[src/rtl/nco_pkg.sv]
package nco_pkg;

    localparam int ADDR_W = 5;
    localparam int DATA_W = 32;
    localparam int ACC_W  = 32;
    localparam int DIV_W  = 13;
    localparam int HALF_W = DIV_W + 1;
    localparam int RUN_BIT = DATA_W - 1;

    localparam logic [ADDR_W-1:0] OFS_CTRL = ADDR_W'(5'h00);
    localparam logic [ADDR_W-1:0] OFS_DIV  = ADDR_W'(5'h04);
    localparam logic [ADDR_W-1:0] OFS_INCC = ADDR_W'(5'h08);
    localparam logic [ADDR_W-1:0] OFS_INCS = ADDR_W'(5'h0C);
    localparam logic [ADDR_W-1:0] OFS_SEED = ADDR_W'(5'h10);

    typedef enum logic [2:0] {
        SEL_CTRL,
        SEL_DIV,
        SEL_INC_CLR,
        SEL_INC_SET,
        SEL_SEED,
        SEL_NONE
    } reg_sel_e;

    // Settings used while the channel runs
    typedef struct packed {
        logic [DIV_W-1:0] divisor;
        logic [ACC_W-1:0] inc_clr;
        logic [ACC_W-1:0] inc_set;
    } run_cfg_t;

    function automatic reg_sel_e decode_addr(input logic [ADDR_W-1:0] a);
        reg_sel_e s;
        if (a == OFS_CTRL)      s = SEL_CTRL;
        else if (a == OFS_DIV)  s = SEL_DIV;
        else if (a == OFS_INCC) s = SEL_INC_CLR;
        else if (a == OFS_INCS) s = SEL_INC_SET;
        else if (a == OFS_SEED) s = SEL_SEED;
        else                    s = SEL_NONE;
        return s;
    endfunction

    // Period length in half input cycles
    function automatic logic [HALF_W-1:0] half_len(
        input logic [DIV_W-1:0] d,
        input logic             longer,
        input logic [DIV_W-1:0] floor_div
    );
        logic [DIV_W-1:0] eff;
        eff = (d < floor_div) ? floor_div : d;
        return {1'b0, eff} + {{DIV_W{1'b0}}, longer};
    endfunction

endpackage

[src/rtl/nco_cfg_regs.sv]
module nco_cfg_regs
    import nco_pkg::*;
(
    input  logic              clk,
    input  logic              rst,
    input  logic              wr_en,
    input  logic [ADDR_W-1:0] wr_addr,
    input  logic [DATA_W-1:0] wr_data,
    output logic              run_o,
    output logic              load_o,
    output run_cfg_t          shd_o,
    output logic [ACC_W-1:0]  seed_o,
    output run_cfg_t          act_o
);

    reg_sel_e         sel;
    logic             run_q;
    run_cfg_t         shd_q;
    run_cfg_t         act_q;
    logic [ACC_W-1:0] seed_q;

    assign sel    = decode_addr(wr_addr);
    assign load_o = wr_en && (sel == SEL_CTRL) && wr_data[RUN_BIT] && !run_q;

    always_ff @(posedge clk) begin
        if (rst) begin
            run_q  <= 1'b0;
            shd_q  <= '0;
            act_q  <= '0;
            seed_q <= '0;
        end else begin
            if (wr_en) begin
                case (sel)
                    SEL_CTRL:    run_q         <= wr_data[RUN_BIT];
                    SEL_DIV:     shd_q.divisor <= wr_data[DIV_W-1:0];
                    SEL_INC_CLR: shd_q.inc_clr <= wr_data[ACC_W-1:0];
                    SEL_INC_SET: shd_q.inc_set <= wr_data[ACC_W-1:0];
                    SEL_SEED:    seed_q        <= wr_data[ACC_W-1:0];
                    default:     ;
                endcase
            end
            if (load_o) act_q <= shd_q;
        end
    end

    assign run_o  = run_q;
    assign shd_o  = shd_q;
    assign seed_o = seed_q;
    assign act_o  = act_q;

endmodule

[src/rtl/nco_phase_acc.sv]
module nco_phase_acc
    import nco_pkg::*;
(
    input  logic             clk,
    input  logic             rst,
    input  logic             load,
    input  logic [ACC_W-1:0] seed,
    input  logic             step,
    input  logic [ACC_W-1:0] inc_clr,
    input  logic [ACC_W-1:0] inc_set,
    output logic             nxt_msb_o,
    output logic [ACC_W-1:0] acc_o
);

    logic [ACC_W-1:0] acc_q;
    logic [ACC_W-1:0] sum;

    // The top bit steers which increment applies
    assign sum = acc_q + (acc_q[ACC_W-1] ? inc_set : inc_clr);

    always_ff @(posedge clk) begin
        if (rst)       acc_q <= '0;
        else if (load) acc_q <= seed;
        else if (step) acc_q <= sum;
    end

    assign nxt_msb_o = sum[ACC_W-1];
    assign acc_o     = acc_q;

endmodule

[src/rtl/nco_half_seq.sv]
module nco_half_seq
    import nco_pkg::*;
#(
    parameter int MIN_DIV = 4
) (
    input  logic             clk,
    input  logic             rst,
    input  logic             load,
    input  logic             run,
    input  logic [DIV_W-1:0] div_start,
    input  logic             seed_msb,
    input  logic [DIV_W-1:0] div_act,
    input  logic             nxt_msb,
    output logic             tick_o
);

    localparam logic [DIV_W-1:0]  FLOOR = DIV_W'(MIN_DIV);
    localparam logic [HALF_W-1:0] TWO   = HALF_W'(2);

    // Half cycles left in the current period
    logic [HALF_W-1:0] rem_q;

    assign tick_o = run && (rem_q <= TWO);

    always_ff @(posedge clk) begin
        if (rst) begin
            rem_q <= '0;
        end else if (load) begin
            rem_q <= half_len(div_start, seed_msb, FLOOR);
        end else if (tick_o) begin
            // rem_q is 1 or 2; a value of 1 leaves a half cycle for the next period
            rem_q <= half_len(div_act, nxt_msb, FLOOR) + rem_q - TWO;
        end else if (run) begin
            rem_q <= rem_q - TWO;
        end
    end

endmodule

[src/rtl/nco_frac_div.sv]
module nco_frac_div
    import nco_pkg::*;
#(
    parameter int MIN_DIV = 4
) (
    input  logic              clk,
    input  logic              rst,
    input  logic              wr_en,
    input  logic [ADDR_W-1:0] wr_addr,
    input  logic [DATA_W-1:0] wr_data,
    output logic              tick
);

    logic             run_w;
    logic             load_w;
    run_cfg_t         shd_w;
    run_cfg_t         act_w;
    logic [ACC_W-1:0] seed_w;
    logic [ACC_W-1:0] acc_w;
    logic             nxt_msb_w;

    nco_cfg_regs u_regs (
        .clk     (clk),
        .rst     (rst),
        .wr_en   (wr_en),
        .wr_addr (wr_addr),
        .wr_data (wr_data),
        .run_o   (run_w),
        .load_o  (load_w),
        .shd_o   (shd_w),
        .seed_o  (seed_w),
        .act_o   (act_w)
    );

    nco_phase_acc u_acc (
        .clk       (clk),
        .rst       (rst),
        .load      (load_w),
        .seed      (seed_w),
        .step      (tick),
        .inc_clr   (act_w.inc_clr),
        .inc_set   (act_w.inc_set),
        .nxt_msb_o (nxt_msb_w),
        .acc_o     (acc_w)
    );

    nco_half_seq #(.MIN_DIV(MIN_DIV)) u_seq (
        .clk       (clk),
        .rst       (rst),
        .load      (load_w),
        .run       (run_w),
        .div_start (shd_w.divisor),
        .seed_msb  (seed_w[ACC_W-1]),
        .div_act   (act_w.divisor),
        .nxt_msb   (nxt_msb_w),
        .tick_o    (tick)
    );

endmodule

[config.mk]
export PLATFORM = sky130hd
export DESIGN_NAME = nco_frac_div
export DESIGN_NICKNAME = d
export VERILOG_FILES = /design/src/rtl/nco_pkg.sv /design/src/rtl/nco_cfg_regs.sv /design/src/rtl/nco_phase_acc.sv /design/src/rtl/nco_half_seq.sv /design/src/rtl/nco_frac_div.sv
export SDC_FILE = /design/constraint.sdc
export NUM_CORES = 1
export LEC_CHECK = 0
export BUFFER_PORTS_ARGS = -buffer_cell sky130_fd_sc_hd__buf_2
export CORE_ASPECT_RATIO = 2
export CORE_UTILIZATION = 60
export DETAILED_ROUTE_END_ITERATION = 8
export PLACE_DENSITY = 0.75
export SYNTH_ARGS = -nofsm -noshare
export SYNTH_HDL_FRONTEND = slang
export SYNTH_SLANG_ARGS = --single-unit
export TNS_END_PERCENT = 20
[constraint.sdc]
create_clock -name clk -period 14.77 [get_ports clk]
set_clock_uncertainty 0.1 [all_clocks]
set_input_delay 1.477 -clock clk [delete_from_list [all_inputs] [get_ports clk]]
set_output_delay 1.477 -clock clk [all_outputs]
set_load 0.005 [all_outputs]
==> qor.yml, run 1 <==
outcome: "completed"
synth_edf_count: 0
synthMuxAreaShare_pct: 4.37
ctsResizeCount: 0
syn_area_sq_um: 11900
postSynth.asyncResetShare_pct: 0
worstMarginPinSlew_ns: 1.00
wl_per_cell_um: 18.6
initial_core_util_pct: 61.5
synth.area.top_cells: "dfxtp_1, nand2_1, a21oi_1"
fin_tns_setup_ns: 0
cts_tree: "done"
wl_mm: 33.1
synth_cell_types: 75
synth_compound_area_share_pct: 20.6
grt_pass1_vias: 10800
rsz0062_at_grt: "no"
yosys_most_used_dff: "dfxtp_1"
grt_pass1_wl_mm: 53.9
synth_top_family_by_area: "compound AO/OA/AOI/OAI gates"
power_leakage_nw: 4.81
yosys.area.top_type: "dfxtp_1"
antenna_found_initial: 4
drive_gt1_share_pct: 9.41
cp-startpoint: "u_acc.acc_o[31]$_SDFFE_PP0P_"
drv_cap: 0
io_buffers: 40
drc: 0
grt_busiest_layer: "met2"
die_h_um: 201
crit_type: "reg -> reg"
dpl_cell_area_sq_um: 12200
fin_util_pct: 66.4
final_cell_mix: "nand2_1, a21oi_1, dfxtp_1"
yosysWarnings: 0
cts_buffers: 21
syn_inst: 1523
grt_usage_pct: 33.9
ant_nets: 0
hpwl_mm: 21.7
layout_commonest_cell: "nand2_1"
r2r_start: "u_acc.acc_o[31]$_SDFFE_PP0P_"
cp-end-kind: "flip-flop"
ctsHoldBuffers: 0
r2r_end: "u_seq.rem_q[11]$_SDFFE_PP0P_"
gp_congestion: 0.991
clk_latency_ns: 0.51
cp.arrival_ns: 6.52
yosys.area_share.simple_pct: 20.5
areaGrowthSynthToFinish_pct: 7.99
final-hold-violation-count: 0
clockBufferDepth: 3
cp.required_ns: 15.06
final_cell_area_sq_um: 12900
finalMaxSlewViolations: 0
start_kind: "flip-flop"
final_nets: 1607
htreeDepth: 1
num_vias: 10700
critPathCapture: "u_seq.rem_q[11]$_SDFFE_PP0P_"
p_total_mw: 1.26
maxSlewHeadroom_pct: 33.3
finalSetupViolations: 0
cts_setup_buffers: 0
use_met3_pct: 6.39
cts-root-buf: "clkbuf_16"
hold_class: "reg -> reg"
hold_depth: 2
syn_area_per_cell_sq_um: 7.82
powerDensity_nw_per_um2: 97.7
synth_nets: 1624
yosys.area_share.adder_pct: 6.60
overflow: 0
max_freq_mhz: 161
viasPerCell: 5.99
r2r_cells: 20
fin_crit_ns: 6.22
clkSinkCount: 233
ys_seq_elements: 233
met2_usage_pct: 60.4
drtIter0Drc: 569
ir_worst_vdd_uv: 116
rows: 72
core_area_sq_um: 19400
cts.reportedPaths.clkPinSlew_ns: 0.06
r2r_setup_slack_ns: 8.55
die_width_um: 102
synth_top_area_share_pct: 39.2
post-route-period-util_pct: 42.1
grt_start_max_net_pins: 100
drt_first_pass_iters: 8
synth-xor-area-share_pct: 3.60
fill_cells: 1715
yosysSeqAreaShare_pct: 39.2
pin_count: 41
use_met1_pct: 34.1
critPathMaxFanout: 18
dieArea_sq_um: 20400
## worst min-delay path by stage
stage / startpoint / to / slack (ns)
floorplan: u_regs.seed_o[0]$_SDFFE_PP0P_ / u_regs.seed_o[0]$_SDFFE_PP0P_ / 0.33
global placement: u_regs.shd_o[58]$_SDFFE_PP0P_ / u_regs.act_o[58]$_SDFFE_PP0P_ / 0.34
detailed placement: u_regs.shd_o[15]$_SDFFE_PP0P_ / u_regs.act_o[15]$_SDFFE_PP0P_ / 0.34
CTS: u_regs.shd_o[38]$_SDFFE_PP0P_ / u_regs.act_o[38]$_SDFFE_PP0P_ / 0.35
global route: u_regs.shd_o[23]$_SDFFE_PP0P_ / u_regs.act_o[23]$_SDFFE_PP0P_ / 0.37
finish: u_regs.shd_o[15]$_SDFFE_PP0P_ / u_regs.act_o[15]$_SDFFE_PP0P_ / 0.35
## critical path, stage by stage, from the launching register on
cell and delay, ns:
dfxtp_1 0.93, buf_4 0.41, mux2_2 0.37, ha_1 0.39
a21oi_1 0.27, o21ai_0 0.19, o41a_4 0.57, a21oi_1 0.18
xnor2_1 0.20, fa_1 0.23, inv_1 0.04, ha_1 0.20
fa_1 0.42, a21o_1 0.18, a21oi_1 0.25, nor2b_1 0.11
o22ai_1 0.32, o21ai_0 0.26, xor2_1 0.21, o22ai_1 0.20
nor2_1 0.06
## metal layers
metal | wire, um | up-vias | share of wire [%]
met4 | 2450 | 0 | 7.4
met3 | 1560 | 148 | 4.7
met5 | 0 | - | 0
met2 | 17300 | 285 | 52
li1 | - | 5187 | -
met1 | 11800 | 5037 | 36
## kinds of logic (layout without fill, tap and decap cells)
family | Yosys count | in the layout
flip-flops | 233 | 233
adder cells (fa/ha/maj) | 61 | 61
XOR/XNOR | 49 | 49
AND/OR/NAND/NOR | 577 | 577
other | 0 | 2
AO/OA/AOI/OAI | 406 | 406
buffers and inverters | 149 | 145
multiplexers | 48 | 48
## registers in the layout, summed over array words and instances, names as in the netlist
name,cells
u_acc.acc_o,32
u_regs.act_o,77
u_regs.run_o,1
u_regs.seed_o,32
u_regs.shd_o,77
u_seq.rem_q,14
## final cells by class
| type | instances | area (sq um) | area share (%) |
|---|---|---|---|
| multi-input combinational | 1141 | 6650 | 51.7 |
| tap | 259 | 324 | 2.52 |
| timing repair buffer | 53 | 304 | 2.36 |
| inverter | 56 | 210 | 1.63 |
| clock inverter | 10 | 159 | 1.24 |
| antenna | 2 | 5.00 | 0.0389 |
| sequential | 233 | 4660 | 36.3 |
| clock buffer | 26 | 544 | 4.23 |
## power by group
group / leakage, nW / internal, mW / total, mW / switching, mW
combinational: 2.59 / 0.0165 / 0.0514 / 0.0348
sequential: 1.88 / 0.631 / 0.633 / 0.00246
clock: 0.337 / 0.333 / 0.572 / 0.239
## synth_stat cells, types with 10 or more instances
| master | count |
|---|---|
| a21o_1 | 12 |
| a21oi_1 | 250 |
| a22oi_1 | 25 |
| a31oi_1 | 10 |
| and3_1 | 13 |
| buf_2 | 23 |
| clkbuf_1 | 64 |
| dfxtp_1 | 233 |
| ha_1 | 58 |
| inv_1 | 55 |
| mux2_2 | 32 |
| mux2i_1 | 16 |
| nand2_1 | 415 |
| nand3_1 | 18 |
| nor2_1 | 63 |
| nor3_1 | 15 |
| o21ai_0 | 29 |
| xnor2_1 | 34 |
| xor2_1 | 15 |
## through the flow
stage / hold slack (ns) / cells / setup WS, ns
after floorplan: 0.332 / 1523 / 9.74
after global placement: 0.337 / 1742 / 8.71
after detailed placement: 0.342 / 1742 / 8.65
after CTS: 0.352 / 1778 / 8.60
after global routing: 0.368 / 1780 / 8.04
final: 0.351 / 1780 / 8.55
Power figures use the tool's default switching activity.
==> run 2: changes to the inputs <==
- clock period: 14.77 -> 5.85 ns (I/O delays scaled with it)
==> qor.yml, run 2 (synthesis gave the netlist of run 1 again) <==
pin_count: 41
cts-root-buf: "clkbuf_16"
final_nets: 1613
max_freq_mhz: 183
viasPerCell: 6.02
antenna_found_initial: 1
clockBufferDepth: 3
start_kind: "flip-flop"
cp-end-kind: "flip-flop"
crit_type: "reg -> reg"
overflow: 0
post-route-period-util_pct: 93.4
fin_tns_setup_ns: 0
cp-startpoint: "u_acc.acc_o[31]$_SDFFE_PP0P_"
hpwl_mm: 22.3
ir_worst_vdd_uv: 273
worstHoldStart: "wr_data[21]"
maxSlewHeadroom_pct: 29.0
grt_start_max_net_pins: 87
grt_usage_pct: 33.5
cp.arrival_ns: 5.77
place_ws_ns: 0.452
htreeDepth: 1
wl_per_cell_um: 18.7
final-hold-violation-count: 0
cts_tree: "done"
wl_mm: 33.4
finalSetupViolations: 0
num_vias: 10700
core_area_sq_um: 19400
drc: 0
cp.required_ns: 6.15
layout_commonest_cell: "nand2_1"
gp_congestion: 0.946
outcome: "completed"
final_cell_mix: "nand2_1, a21oi_1, dfxtp_1"
ctsHoldBuffers: 0
layout_setup_ws_ns: 0.386
dieArea_sq_um: 20400
fin_crit_ns: 5.46
grt_pass1_wl_mm: 53.4
clk_latency_ns: 0.51
power_leakage_nw: 4.85
ant_nets: 0
r2r_setup_slack_ns: 0.39
worstMarginPinSlew_ns: 1.06
die_width_um: 102
hold_class: "in -> reg"
areaGrowthSynthToFinish_pct: 8.56
critPathMaxFanout: 24
cts.reportedPaths.clkPinSlew_ns: 0.07
r2r_start: "u_acc.acc_o[31]$_SDFFE_PP0P_"
rows: 72
drive_gt1_share_pct: 9.84
drv_cap: 0
clkSinkCount: 233
io_buffers: 40
initial_core_util_pct: 61.5
cts_buffers: 21
finalMaxSlewViolations: 0
die_h_um: 201
rsz0062_at_grt: "no"
drtIter0Drc: 569
drt_first_pass_iters: 5
grt_pass1_vias: 10600
powerDensity_nw_per_um2: 246
-- run 2: area by class of cell --
type	instances	area (sq um)
inverter	56	210
antenna	1	2.50
fill	1743	6440
sequential	233	4660
timing repair buffer	59	362
tap	259	324
multi-input combinational	1141	6650
clock inverter	6	108
clock buffer	30	609
-- run 2: layer usage --
metal | share of wire, % | global-route usage (%)
met4 | 6.4 | 22.3
met2 | 54 | 61.0
met3 | 4.9 | 5.21
met1 | 35 | 34.1
met5 | 0 | 0
-- run 2: power breakdown --
part	switching [mW]	internal, mW	leakage (nW)	total [mW]
Combinational	0.0864	0.0417	2.63	0.128
Sequential	0.00649	1.59	1.88	1.60
Clock	0.599	0.856	0.350	1.45
Total	0.692	2.49	4.85	3.18
-- run 2: worst paths after layout --
check / endpoint / depth (start not counted)
setup / recovery: u_seq.rem_q[11]$_SDFFE_PP0P_ / 22
hold / removal: u_regs.shd_o[21]$_SDFFE_PP0P_ / 3
setup reg to reg: u_seq.rem_q[11]$_SDFFE_PP0P_ / 22
hold reg to reg: u_regs.act_o[52]$_SDFFE_PP0P_ / 2
-- run 2: worst max-delay path, stage by stage (launching register included) --
cell	delay, ns
dfxtp_1	0.37
buf_12	0.21
mux2_2	0.36
ha_1	0.36
a21oi_1	0.24
and3_1	0.19
nand3_1	0.08
and2_4	0.16
o41a_4	0.41
a21oi_1	0.20
xnor2_1	0.20
fa_1	0.22
inv_1	0.04
ha_1	0.20
fa_1	0.41
a21o_1	0.18
a21oi_1	0.26
nor2b_1	0.11
o22ai_1	0.34
o21ai_0	0.26
xor2_1	0.20
o22ai_1	0.18
nor2_1	0.05
-- run 2: timing repair --
action,in CTS,in global routing
resized for setup,0,1
setup buffers,0,0
endpoints found under the setup margin,0,1
-- run 2: per-stage QoR --
step	power [mW]	hold slack (ns)	area [sq um]	cells	util, %
4_1_cts	3.20	0.224	12900	1784	66.7
5_1_grt	3.27	0.236	12900	1785	66.7
2_1_floorplan	1.71	0.332	11900	1523	-
6_report	3.18	0.229	12900	1785	66.7
3_3_place_gp	1.76	0.336	12200	1748	63.0
3_5_place_dp	1.76	0.344	12200	1748	63.0
